### config.mk
export PLATFORM = sky130hd
export DESIGN_NAME = baud_gen_top
export DESIGN_NICKNAME = d
export VERILOG_FILES = /design/src/rtl/baudgen_pkg.sv /design/src/rtl/bg_reload_ctr.sv /design/src/rtl/bg_pulse_div.sv /design/src/rtl/baud_gen_top.sv
export SDC_FILE = /design/constraint.sdc
export NUM_CORES = 1
export LEC_CHECK = 0
export BUFFER_PORTS_ARGS = -buffer_cell sky130_fd_sc_hd__buf_2
export CORE_ASPECT_RATIO = 0.5
export CORE_UTILIZATION = 52
export DETAILED_ROUTE_END_ITERATION = 6
export PLACE_DENSITY_LB_ADDON = 0.05
export SETUP_SLACK_MARGIN = 0.15
export SLEW_MARGIN = 20
export SYNTH_ARGS = -nofsm -noshare
export SYNTH_HDL_FRONTEND = slang
export SYNTH_SLANG_ARGS = --single-unit
### constraint.sdc
create_clock -name clk -period 2 [get_ports clk]
set_input_delay 0.5 -clock clk [delete_from_list [all_inputs] [get_ports clk]]
set_output_delay 0.5 -clock clk [all_outputs]
set_load 0.05 [all_outputs]
### src/rtl/baudgen_pkg.sv
package baudgen_pkg;

  // Oversampling factor between the fast strobe and the bit strobe.
  localparam int OVS = 16;

  // Prescale per bit for each source.
  localparam int A_INT_BASE = 64;
  localparam int A_TMR_BASE = 384;
  localparam int B_INT_BASE = 32;

  // Number of counter overflows per fast strobe, before doubling.
  function automatic int overflows_per_strobe(input int base_per_bit);
    return base_per_bit / OVS;
  endfunction

  // The doubling flag halves the overflow count per strobe.
  function automatic int apply_double(input int ovf_count, input logic dbl);
    return dbl ? (ovf_count >> 1) : ovf_count;
  endfunction

  // Clocks per counter period for a given start value and counter width.
  function automatic int counter_period(input int width, input int start);
    return (1 << width) - start;
  endfunction

endpackage

### src/rtl/bg_reload_ctr.sv
module bg_reload_ctr #(
  parameter int W = 10
) (
  input  logic         clk,
  input  logic         rst_n,
  input  logic         en,
  input  logic [W-1:0] start_val,
  output logic [W-1:0] cnt,
  output logic         ovf
);
  localparam logic [W-1:0] TOP = '1;

  logic [W-1:0] cnt_q;

  // The overflow fires in the last cycle of a period.
  assign ovf = en && (cnt_q == TOP);
  assign cnt = cnt_q;

  // The start value is sampled only at overflow, so a mid-period write
  // waits for the running period to finish.
  always_ff @(posedge clk or negedge rst_n) begin
    if (!rst_n) begin
      cnt_q <= '0;
    end else if (!en) begin
      cnt_q <= '0;
    end else if (ovf) begin
      cnt_q <= start_val;
    end else begin
      cnt_q <= cnt_q + 1'b1;
    end
  end
endmodule

### src/rtl/bg_pulse_div.sv
module bg_pulse_div #(
  parameter int CW = 5
) (
  input  logic          clk,
  input  logic          rst_n,
  input  logic          en,
  input  logic [CW-1:0] div,
  input  logic          in_pulse,
  output logic          fire,
  output logic          tick
);
  logic [CW-1:0] cnt_q;
  logic [CW:0]   next_cnt;

  assign next_cnt = {1'b0, cnt_q} + 1'b1;
  // Fire when this input pulse completes a group of div pulses.
  assign fire = en && in_pulse && (next_cnt >= {1'b0, div});

  always_ff @(posedge clk or negedge rst_n) begin
    if (!rst_n) begin
      cnt_q <= '0;
      tick  <= 1'b0;
    end else if (!en) begin
      cnt_q <= '0;
      tick  <= 1'b0;
    end else begin
      tick <= fire;
      if (fire) begin
        cnt_q <= '0;
      end else if (in_pulse) begin
        cnt_q <= next_cnt[CW-1:0];
      end
    end
  end
endmodule

### src/rtl/baud_gen_top.sv
module baud_gen_top
  import baudgen_pkg::*;
#(
  parameter int REL_W = 10,
  parameter int TMR_W = 8
) (
  input  logic               clk,
  input  logic               rst_n,
  input  logic               en,
  input  logic [1:0]         a_rel_hi,
  input  logic [7:0]         a_rel_lo,
  input  logic               a_dbl,
  input  logic               a_src_tmr,
  input  logic [TMR_W-1:0]   tmr_rel,
  input  logic [1:0]         b_rel_hi,
  input  logic [7:0]         b_rel_lo,
  output logic               a_tick16,
  output logic               a_bit_tick,
  output logic               b_tick16,
  output logic               b_bit_tick
);
  localparam int A_INT_DIV = overflows_per_strobe(A_INT_BASE);
  localparam int A_TMR_DIV = overflows_per_strobe(A_TMR_BASE);
  localparam int B_DIV     = overflows_per_strobe(B_INT_BASE);
  localparam int DIV_W     = $clog2(A_TMR_DIV + 1) > $clog2(OVS + 1)
                             ? $clog2(A_TMR_DIV + 1) : $clog2(OVS + 1);
  localparam int NCH       = 2;

  // Named internal events for the checker.
  logic [REL_W-1:0] a_rel, b_rel;
  logic [REL_W-1:0] a_cnt, b_cnt;
  logic [TMR_W-1:0] tmr_cnt;
  logic             a_int_ovf, tmr_ovf, b_ovf, a_src_ovf;
  logic [DIV_W-1:0] a_div;
  logic [NCH-1:0]   fire16, bit_fire, tick16_v, bit_tick_v;

  assign a_rel = {a_rel_hi, a_rel_lo};
  assign b_rel = {b_rel_hi, b_rel_lo};

  bg_reload_ctr #(.W(REL_W)) u_a_ctr (
    .clk(clk), .rst_n(rst_n), .en(en), .start_val(a_rel),
    .cnt(a_cnt), .ovf(a_int_ovf)
  );

  bg_reload_ctr #(.W(TMR_W)) u_tmr_ctr (
    .clk(clk), .rst_n(rst_n), .en(en), .start_val(tmr_rel),
    .cnt(tmr_cnt), .ovf(tmr_ovf)
  );

  bg_reload_ctr #(.W(REL_W)) u_b_ctr (
    .clk(clk), .rst_n(rst_n), .en(en), .start_val(b_rel),
    .cnt(b_cnt), .ovf(b_ovf)
  );

  // Channel A source and prescale selection.
  always_comb begin
    if (a_src_tmr) begin
      a_src_ovf = tmr_ovf;
      a_div     = DIV_W'(apply_double(A_TMR_DIV, a_dbl));
    end else begin
      a_src_ovf = a_int_ovf;
      a_div     = DIV_W'(apply_double(A_INT_DIV, a_dbl));
    end
  end

  bg_pulse_div #(.CW(DIV_W)) u_a_pre (
    .clk(clk), .rst_n(rst_n), .en(en), .div(a_div), .in_pulse(a_src_ovf),
    .fire(fire16[0]), .tick(tick16_v[0])
  );

  bg_pulse_div #(.CW(DIV_W)) u_b_pre (
    .clk(clk), .rst_n(rst_n), .en(en), .div(DIV_W'(B_DIV)), .in_pulse(b_ovf),
    .fire(fire16[1]), .tick(tick16_v[1])
  );

  // Bit-rate dividers, one per channel, fed by the fast-strobe fire.
  for (genvar ch = 0; ch < NCH; ch++) begin : g_bit
    bg_pulse_div #(.CW(DIV_W)) u_bit (
      .clk(clk), .rst_n(rst_n), .en(en), .div(DIV_W'(OVS)),
      .in_pulse(fire16[ch]), .fire(bit_fire[ch]), .tick(bit_tick_v[ch])
    );
  end

  assign a_tick16   = tick16_v[0];
  assign b_tick16   = tick16_v[1];
  assign a_bit_tick = bit_tick_v[0];
  assign b_bit_tick = bit_tick_v[1];
endmodule


* Word-level counts from Yosys, hierarchy flattened
Index checks and enable logic that the tools add are counted.
Storage, ports and cells: logic and storage cells 66, input port bits 33, output and inout port bits 4, register bits after elaboration 52, ROM bits 0, bits in writable memories 0, latch bits 0, memories 0
Cells by class: div/mod/pow operators 0, multiply operators 0, shift operators 0, magnitude comparators 4, multiplexer cells 26, reduce and logical (&&, ||, !) cells 11, equality and inequality tests 7, $add $sub $neg 7, bitwise operators 0
Operators by type and width (count):
- $mux 5 | 14
- $mux 10 | 4
- $add 5x1->6 const B | 4
- $add 10x1->10 const B | 2
- $eq 10x10->1 const B | 2
- $mux 8 | 2
- $ge 6x5->1 const B | 2
- $ne 3x1->1 const B | 4
- $logic_and 1x1->1 | 11
- $add 8x1->8 const B | 1
- $eq 8x8->1 const B | 1
- $ge 6x2->1 const B | 1
- $ge 6x5->1 | 1
- $mux 1 | 5
- $mux 3 | 1

* Logic depth before layout (Yosys ltp)
depth after elaboration 9, gate-level depth with buffers 10, mapped depth without buffers 9

* Modules after synthesis
A second synthesis with hierarchy kept.
Unflattened totals: cell total of the unflattened synthesis 357, area total of the unflattened synthesis 3487.1 um^2
Modules (own cells, without submodules):
- bg_pulse_div | cells an instance 45, area each 445.4 um^2, seq. area each 150.1 um^2, times used 4
- bg_reload_ctr (u_a_ctr ...) | cells an instance 62, area each 604.3 um^2, seq. area each 250.2 um^2, times used 2
- bg_reload_ctr (u_tmr_ctr) | cells an instance 46, area each 441.7 um^2, seq. area each 200.2 um^2, times used 1
- baud_gen_top | cells an instance 7, area each 55.1 um^2, seq. area each 0.0 um^2, times used 1

* Least setup slack after synthesis
OpenSTA, ideal clock, no wires.
path type flip-flop to flip-flop, from register u_a_pre.cnt_q[0], to register g_bit[0].u_bit.cnt_q[3], data arrival time 2.137 ns, clock period less this slack 2.220 ns, buffers on the path 0, cell stages (with the launch flop) 10, library setup time 0.082 ns, path slack -0.220 ns, data required time 1.918 ns, path through dfrtp_1 -> ha_1 -> nand3_1 -> xnor2_1 -> ha_1 -> o211ai_1 -> a31oi_1 -> o2bb2ai_1 -> or4b_1 -> a31oi_1
On the way: cells in the longest elaborated chain, start to end 7, elaborated cells between the ends (all ways) 8, those cells by class add/sub (1); order compare (1); eq/ne (1); mux (2); reduce/logical (3)
Ends and longest elaborated chain:
- from (decl) | RTL line bg_pulse_div.sv:12 | logic [CW-1:0] cnt_q;
- from (signal assigned) | RTL line bg_pulse_div.sv:31 | cnt_q <= next_cnt[CW-1:0];
- $add 5x1->6 * | RTL line bg_pulse_div.sv:15 | assign next_cnt = {1'b0, cnt_q} + 1'b1;
- $ge 6x5->1 * | RTL line bg_pulse_div.sv:17 | assign fire = en && in_pulse && (next_cnt >= {1'b0, div});
- $logic_and 1x1->1 * | RTL line bg_pulse_div.sv:17
- $logic_and 1x1->1 (2 in a row) | RTL line bg_pulse_div.sv:17
- $mux 5 | RTL line bg_pulse_div.sv:28 | if (fire) begin
- $mux 5 | RTL line bg_pulse_div.sv:23 | end else if (!en) begin
- to (signal assigned) | RTL line bg_pulse_div.sv:31
- to (decl) | RTL line bg_pulse_div.sv:12
Every way passes the cells marked *; elsewhere a longest branch is shown, timed or not. A chain may end at the register's enable or synchronous reset.

* Worst setup path after layout
from register u_a_pre.cnt_q[1], to register u_a_pre.cnt_q[2]
On the way: cells in the longest elaborated chain, start to end 5, elaborated cells between the ends (all ways) 7, those cells by class add/sub (1); order compare (1); eq/ne (1); mux (3); reduce/logical (1)
Ends and longest elaborated chain (RTL line):
- $add 5x1->6 * | bg_pulse_div.sv:15
- $ge 6x5->1 | bg_pulse_div.sv:17
- $logic_and 1x1->1 | bg_pulse_div.sv:17
- $mux 5 | bg_pulse_div.sv:28
- $mux 5 | bg_pulse_div.sv:23
Every way passes the cells marked *; elsewhere a longest branch is shown, timed or not. The select of a mux whose other input is x is not followed.

==> metrics.txt <==
# TYPE chip_impl_metric gauge
chip_impl_info{name="outcome",value="complete, but fails checks"} 1
chip_impl_info{name="failed_checks",value="negative setup slack"} 1
chip_impl_metric{name="grt_first_pass_wirelength",unit="um"} 10100
chip_impl_metric{name="grt_max_degree",unit=""} 24
chip_impl_metric{name="antenna_cells",unit=""} 0
chip_impl_metric{name="number_of_antenna_violations_at_the_first_check_in_global_routing",unit=""} 0
chip_impl_metric{name="cts.path.max_buffers",unit=""} 2
chip_impl_metric{name="place_inst",unit=""} 415
chip_impl_metric{name="fillCellCount",unit=""} 388
chip_impl_metric{name="cts_max_level",unit=""} 2
chip_impl_metric{name="synthesis.instances",unit=""} 285
chip_impl_metric{name="critPathMaxStageDelay",unit="ns"} 0.44
chip_impl_metric{name="max_freq",unit="GHz"} 0.437
chip_impl_metric{name="buffer_ports.inserted",unit=""} 36
chip_impl_info{name="worstPathCellList",value="ha_4, xor2_1, ha_1, o211ai_1, a31oi_2, buf_4, buf_6, a211oi_2, buf_4, nand2b_1, a31oi_1"} 1
chip_impl_metric{name="drv_slew",unit=""} 0
chip_impl_metric{name="powerDensity",unit="nW/um^2"} 540
chip_impl_metric{name="finalNetCount",unit=""} 409
chip_impl_metric{name="layout.area.seq",unit="sq um"} 1300
chip_impl_metric{name="fraction_of_post_synthesis_cell_area_in_the_top_cell_type_by_area",unit=""} 0.475
chip_impl_metric{name="drt_pass1_iterations",unit=""} 4
chip_impl_metric{name="design.portCount",unit=""} 37
chip_impl_metric{name="stdcell_count",unit=""} 431
chip_impl_metric{name="ys_types",unit=""} 38
chip_impl_metric{name="post_route_standard_cell_area_excluding_fillers",unit="sq um"} 3570
chip_impl_metric{name="design.core.area",unit="sq um"} 5000
chip_impl_metric{name="postRouteAntennaNets",unit=""} 0
chip_impl_metric{name="clkLatencyLatePin",unit="ns"} 0.31
chip_impl_metric{name="rr_worst_depth",unit=""} 11
chip_impl_metric{name="critical_path_buf_inv_count",unit=""} 3
chip_impl_metric{name="tritoncts.num_buffers",unit=""} 5
chip_impl_metric{name="drt-total-wl",unit="um"} 6150
chip_impl_metric{name="synth_enable_flop_cells",unit=""} 0
chip_impl_metric{name="syn2layout_area_growth",unit="%"} 30.5
chip_impl_metric{name="worstPathMaxFanout",unit=""} 7
chip_impl_info{name="timing.critical_path.slowest_stage_cell",value="dfrtp_1"} 1
chip_impl_metric{name="postLayoutSetupSlackWorst",unit="ns"} -0.291
chip_impl_metric{name="drc_errors",unit=""} 0
chip_impl_info{name="critical_path.top_delay_family",value="compound AO/OA/AOI/OAI gates"} 1
chip_impl_metric{name="design.die.area",unit="sq um"} 5580
chip_impl_metric{name="max_cap_violations",unit=""} 0
chip_impl_metric{name="grt_pass1_vias",unit=""} 2279
chip_impl_metric{name="grt.overflow.total",unit=""} 0
chip_impl_metric{name="via_per_inst",unit=""} 5.45
chip_impl_metric{name="multiInputGateArea",unit="sq um"} 1510
chip_impl_metric{name="gr-usage-all-layers",unit=""} 0.238
chip_impl_info{name="yosys.area.top_type",value="dfrtp_1"} 1
chip_impl_info{name="clock_tree_from_tritoncts",value="built"} 1
chip_impl_metric{name="placed_area",unit="sq um"} 3250
chip_impl_metric{name="die_w",unit="um"} 105
chip_impl_metric{name="timing.critical_path.required",unit="ns"} 2.21
chip_impl_info{name="worst_path_most_repeated_cell",value="buf_4"} 1
chip_impl_metric{name="syn-mean-instance-area",unit="sq um"} 9.61
chip_impl_info{name="min-delay-path-class",value="input pin to async pin"} 1
chip_impl_info{name="critical_setup_path_class",value="register to register"} 1
chip_impl_info{name="post-synth-top-count-cell",value="dfrtp_1"} 1
chip_impl_info{name="critPathLaunchType",value="register"} 1
chip_impl_metric{name="die_height",unit="um"} 53.3
chip_impl_metric{name="ys_seq_elements",unit=""} 52
chip_impl_metric{name="crit_cells",unit=""} 11
chip_impl_info{name="endpoint_kind",value="register"} 1
chip_impl_metric{name="drive_gt1_frac",unit=""} 0.327
chip_impl_info{name="rsz0062_at_grt",value="true"} 1
chip_impl_metric{name="cts.clk_slew.worst_paths",unit="ns"} 0.09
chip_impl_metric{name="ctsHoldBuffers",unit=""} 0
chip_impl_metric{name="wl_per_cell",unit="um"} 14.3
chip_impl_info{name="worstSetupStartpoint",value="u_a_pre.cnt_q[1]"} 1
chip_impl_info{name="timing.rr.start",value="u_a_pre.cnt_q[1]"} 1
chip_impl_metric{name="worst-slew-pin-transition",unit="ns"} 0.546
chip_impl_metric{name="static_power_due_to_leakage",unit="nW"} 1.70
chip_impl_metric{name="pre_cts_setup_slack",unit="ns"} -0.373
chip_impl_metric{name="vdd_drop_max",unit="mV"} 0.296
chip_impl_metric{name="initial_drc_count",unit=""} 93
chip_impl_metric{name="finClkSkew",unit="ns"} 0.00870
chip_impl_metric{name="vias",unit=""} 2347
chip_impl_metric{name="layout_worst_path_cycle_share",unit=""} 1.15
chip_impl_metric{name="rows",unit=""} 18
chip_impl_info{name="timing.rr.end",value="u_a_pre.cnt_q[2]"} 1
chip_impl_metric{name="period_minus_slack",unit="ns"} 2.29
chip_impl_info{name="synthTopCellsByArea",value="dfrtp_1 48%, ha_1 6.4%, nand2_1 4.4%, xor2_1 4.2%, nand3_1 3.8%"} 1
chip_impl_metric{name="report.final.setup_viol",unit=""} 10
chip_impl_metric{name="reg2reg_setup_slack",unit="ns"} -0.29
chip_impl_metric{name="routabilityCongestion",unit=""} 0.806
chip_impl_info{name="synth_commonest_cells",value="52 x dfrtp_1, 32 x nand2_1, 23 x nor2_1"} 1
chip_impl_metric{name="final_hold_viol_count",unit=""} 0
chip_impl_metric{name="fin_tns_setup",unit="ns"} -1.68
chip_impl_metric{name="initial_standard_cell_utilization_of_the_core",unit=""} 0.548
chip_impl_info{name="ys_dominant_reg_cell",value="dfrtp_1"} 1
chip_impl_metric{name="postSynth.asyncResetShare",unit=""} 1.00
chip_impl_metric{name="synth_sequential_area_ratio",unit=""} 0.475
chip_impl_metric{name="arrival_time_reported_for_the_critical_path_endpoint",unit="ns"} 2.50
chip_impl_metric{name="relSlewSlack",unit=""} 0.636
chip_impl_metric{name="clkSinkCount",unit=""} 52
chip_impl_metric{name="place.detailed.hpwl",unit="um"} 4210
chip_impl_info{name="root_buffer",value="clkbuf_8"} 1
chip_impl_info{name="crit_end",value="u_a_pre.cnt_q[2]"} 1
chip_impl_metric{name="postSynthNetCount",unit=""} 332
chip_impl_metric{name="synth-warning-count",unit=""} 0
chip_impl_metric{name="hold-worst-slack",unit="ns"} 0.166
chip_impl_metric{name="netlist_area",unit="sq um"} 2740
==> final cells by class <==
type | instances | area share
well taps | 70 | 0.0245
flip-flops and latches | 52 | 0.364
multi-input cells | 213 | 0.421
clock buffers | 5 | 0.0193
clock inverters | 1 | 0.00840
repair buffers | 79 | 0.151
inverters | 11 | 0.0116
==> routing by layer <==
| metal | up-vias | track usage | share of wire |
|---|---|---|---|
| met3 | 7 | 0.0554 | 0.037 |
| li1 | 1182 | - | - |
| met1 | 1110 | 0.284 | 0.47 |
| met5 | - | 0 | 0 |
| met2 | 48 | 0.445 | 0.49 |
| met4 | 0 | 0.0634 | 0.0075 |
==> report_power, final <==
part,internal (mW),switching (mW)
Sequential,1.07,0.0156
Clock,0.360,0.338
Combinational,0.0691,0.0793
Total,1.50,0.432
==> placed cells by master (no fill, tap or decap), types with 3 or more instances in the layout <==
| cell | Yosys | layout |
|---|---|---|
| a211oi_1 | 9 | 8 |
| a21boi_0 | 3 | 3 |
| a21oi_1 | 14 | 11 |
| a21oi_2 | 0 | 3 |
| a31oi_1 | 7 | 6 |
| and2_1 | 4 | 4 |
| and3_1 | 7 | 5 |
| and4_1 | 4 | 4 |
| buf_2 | 0 | 36 |
| buf_4 | 0 | 36 |
| buf_6 | 0 | 6 |
| clkbuf_8 | 0 | 5 |
| dfrtp_1 | 52 | 51 |
| ha_1 | 14 | 11 |
| inv_1 | 11 | 9 |
| nand2_1 | 32 | 32 |
| nand2b_1 | 5 | 4 |
| nand3_1 | 21 | 19 |
| nand4_1 | 6 | 6 |
| nor2_1 | 23 | 22 |
| nor3_1 | 4 | 3 |
| o21ai_0 | 15 | 9 |
| o21ai_2 | 0 | 4 |
| xnor2_1 | 7 | 6 |
| xor2_1 | 13 | 13 |
==> registers in the layout (all words and copies together) (netlist names) <==
name,flops
u_b_pre.tick,1
g_bit.u_bit.cnt_q,10
u_b_ctr.cnt,10
g_bit.u_bit.tick,2
u_a_ctr.cnt,10
u_tmr_ctr.cnt,8
u_b_pre.cnt_q,5
u_a_pre.tick,1
u_a_pre.cnt_q,5
==> per-stage QoR <==
step	power [mW]	utilization
finish	1.93	0.715
detailed placement	1.25	0.651
global placement	1.24	0.651
CTS	1.95	0.693
floorplan	1.15	-
global route	2.02	0.715
==> worst register-to-register path, stage by stage, from the launching register on <==
cell      delay (ns)
dfrtp_1         0.44
ha_4            0.19
xor2_1          0.14
ha_1            0.30
o211ai_1        0.21
a31oi_2         0.08
buf_4           0.15
buf_6           0.10
a211oi_2        0.14
buf_4           0.19
nand2b_1        0.07
a31oi_1         0.19
==> cells by family (layout without fill, tap and decap cells) <==
family,Yosys count,count (layout),share of synthesized area
XOR/XNOR,20,20,0.0640
AO/OA/AOI/OAI,65,65,0.158
adder cells (fa/ha/maj),14,14,0.0640
flip-flops,52,52,0.475
AND/OR/NAND/NOR,114,114,0.212
buffers and inverters,20,96,0.0274
==> timing repair <==
item / in CTS / in global routing
resized for setup: 13 / 23
pin swaps: 14 / 6
setup buffers: 9 / 1
setup endpoints to repair: 14 / 17
==> how the worst min path moves through the flow <==
stage	start	slack (ns)	to
after floorplan	rst_n	0.20	g_bit[0].u_bit.cnt_q[0]
after global placement	u_b_ctr.cnt[0]	0.49	u_b_ctr.cnt[0]
after detailed placement	g_bit[0].u_bit.cnt_q[0]	0.51	g_bit[0].u_bit.cnt_q[0]
after CTS	rst_n	0.18	u_b_ctr.cnt[0]
after global routing	rst_n	0.19	u_b_ctr.cnt[1]
final	rst_n	0.17	u_b_ctr.cnt[0]
No activity file was read; power rests on OpenSTA's default activity.
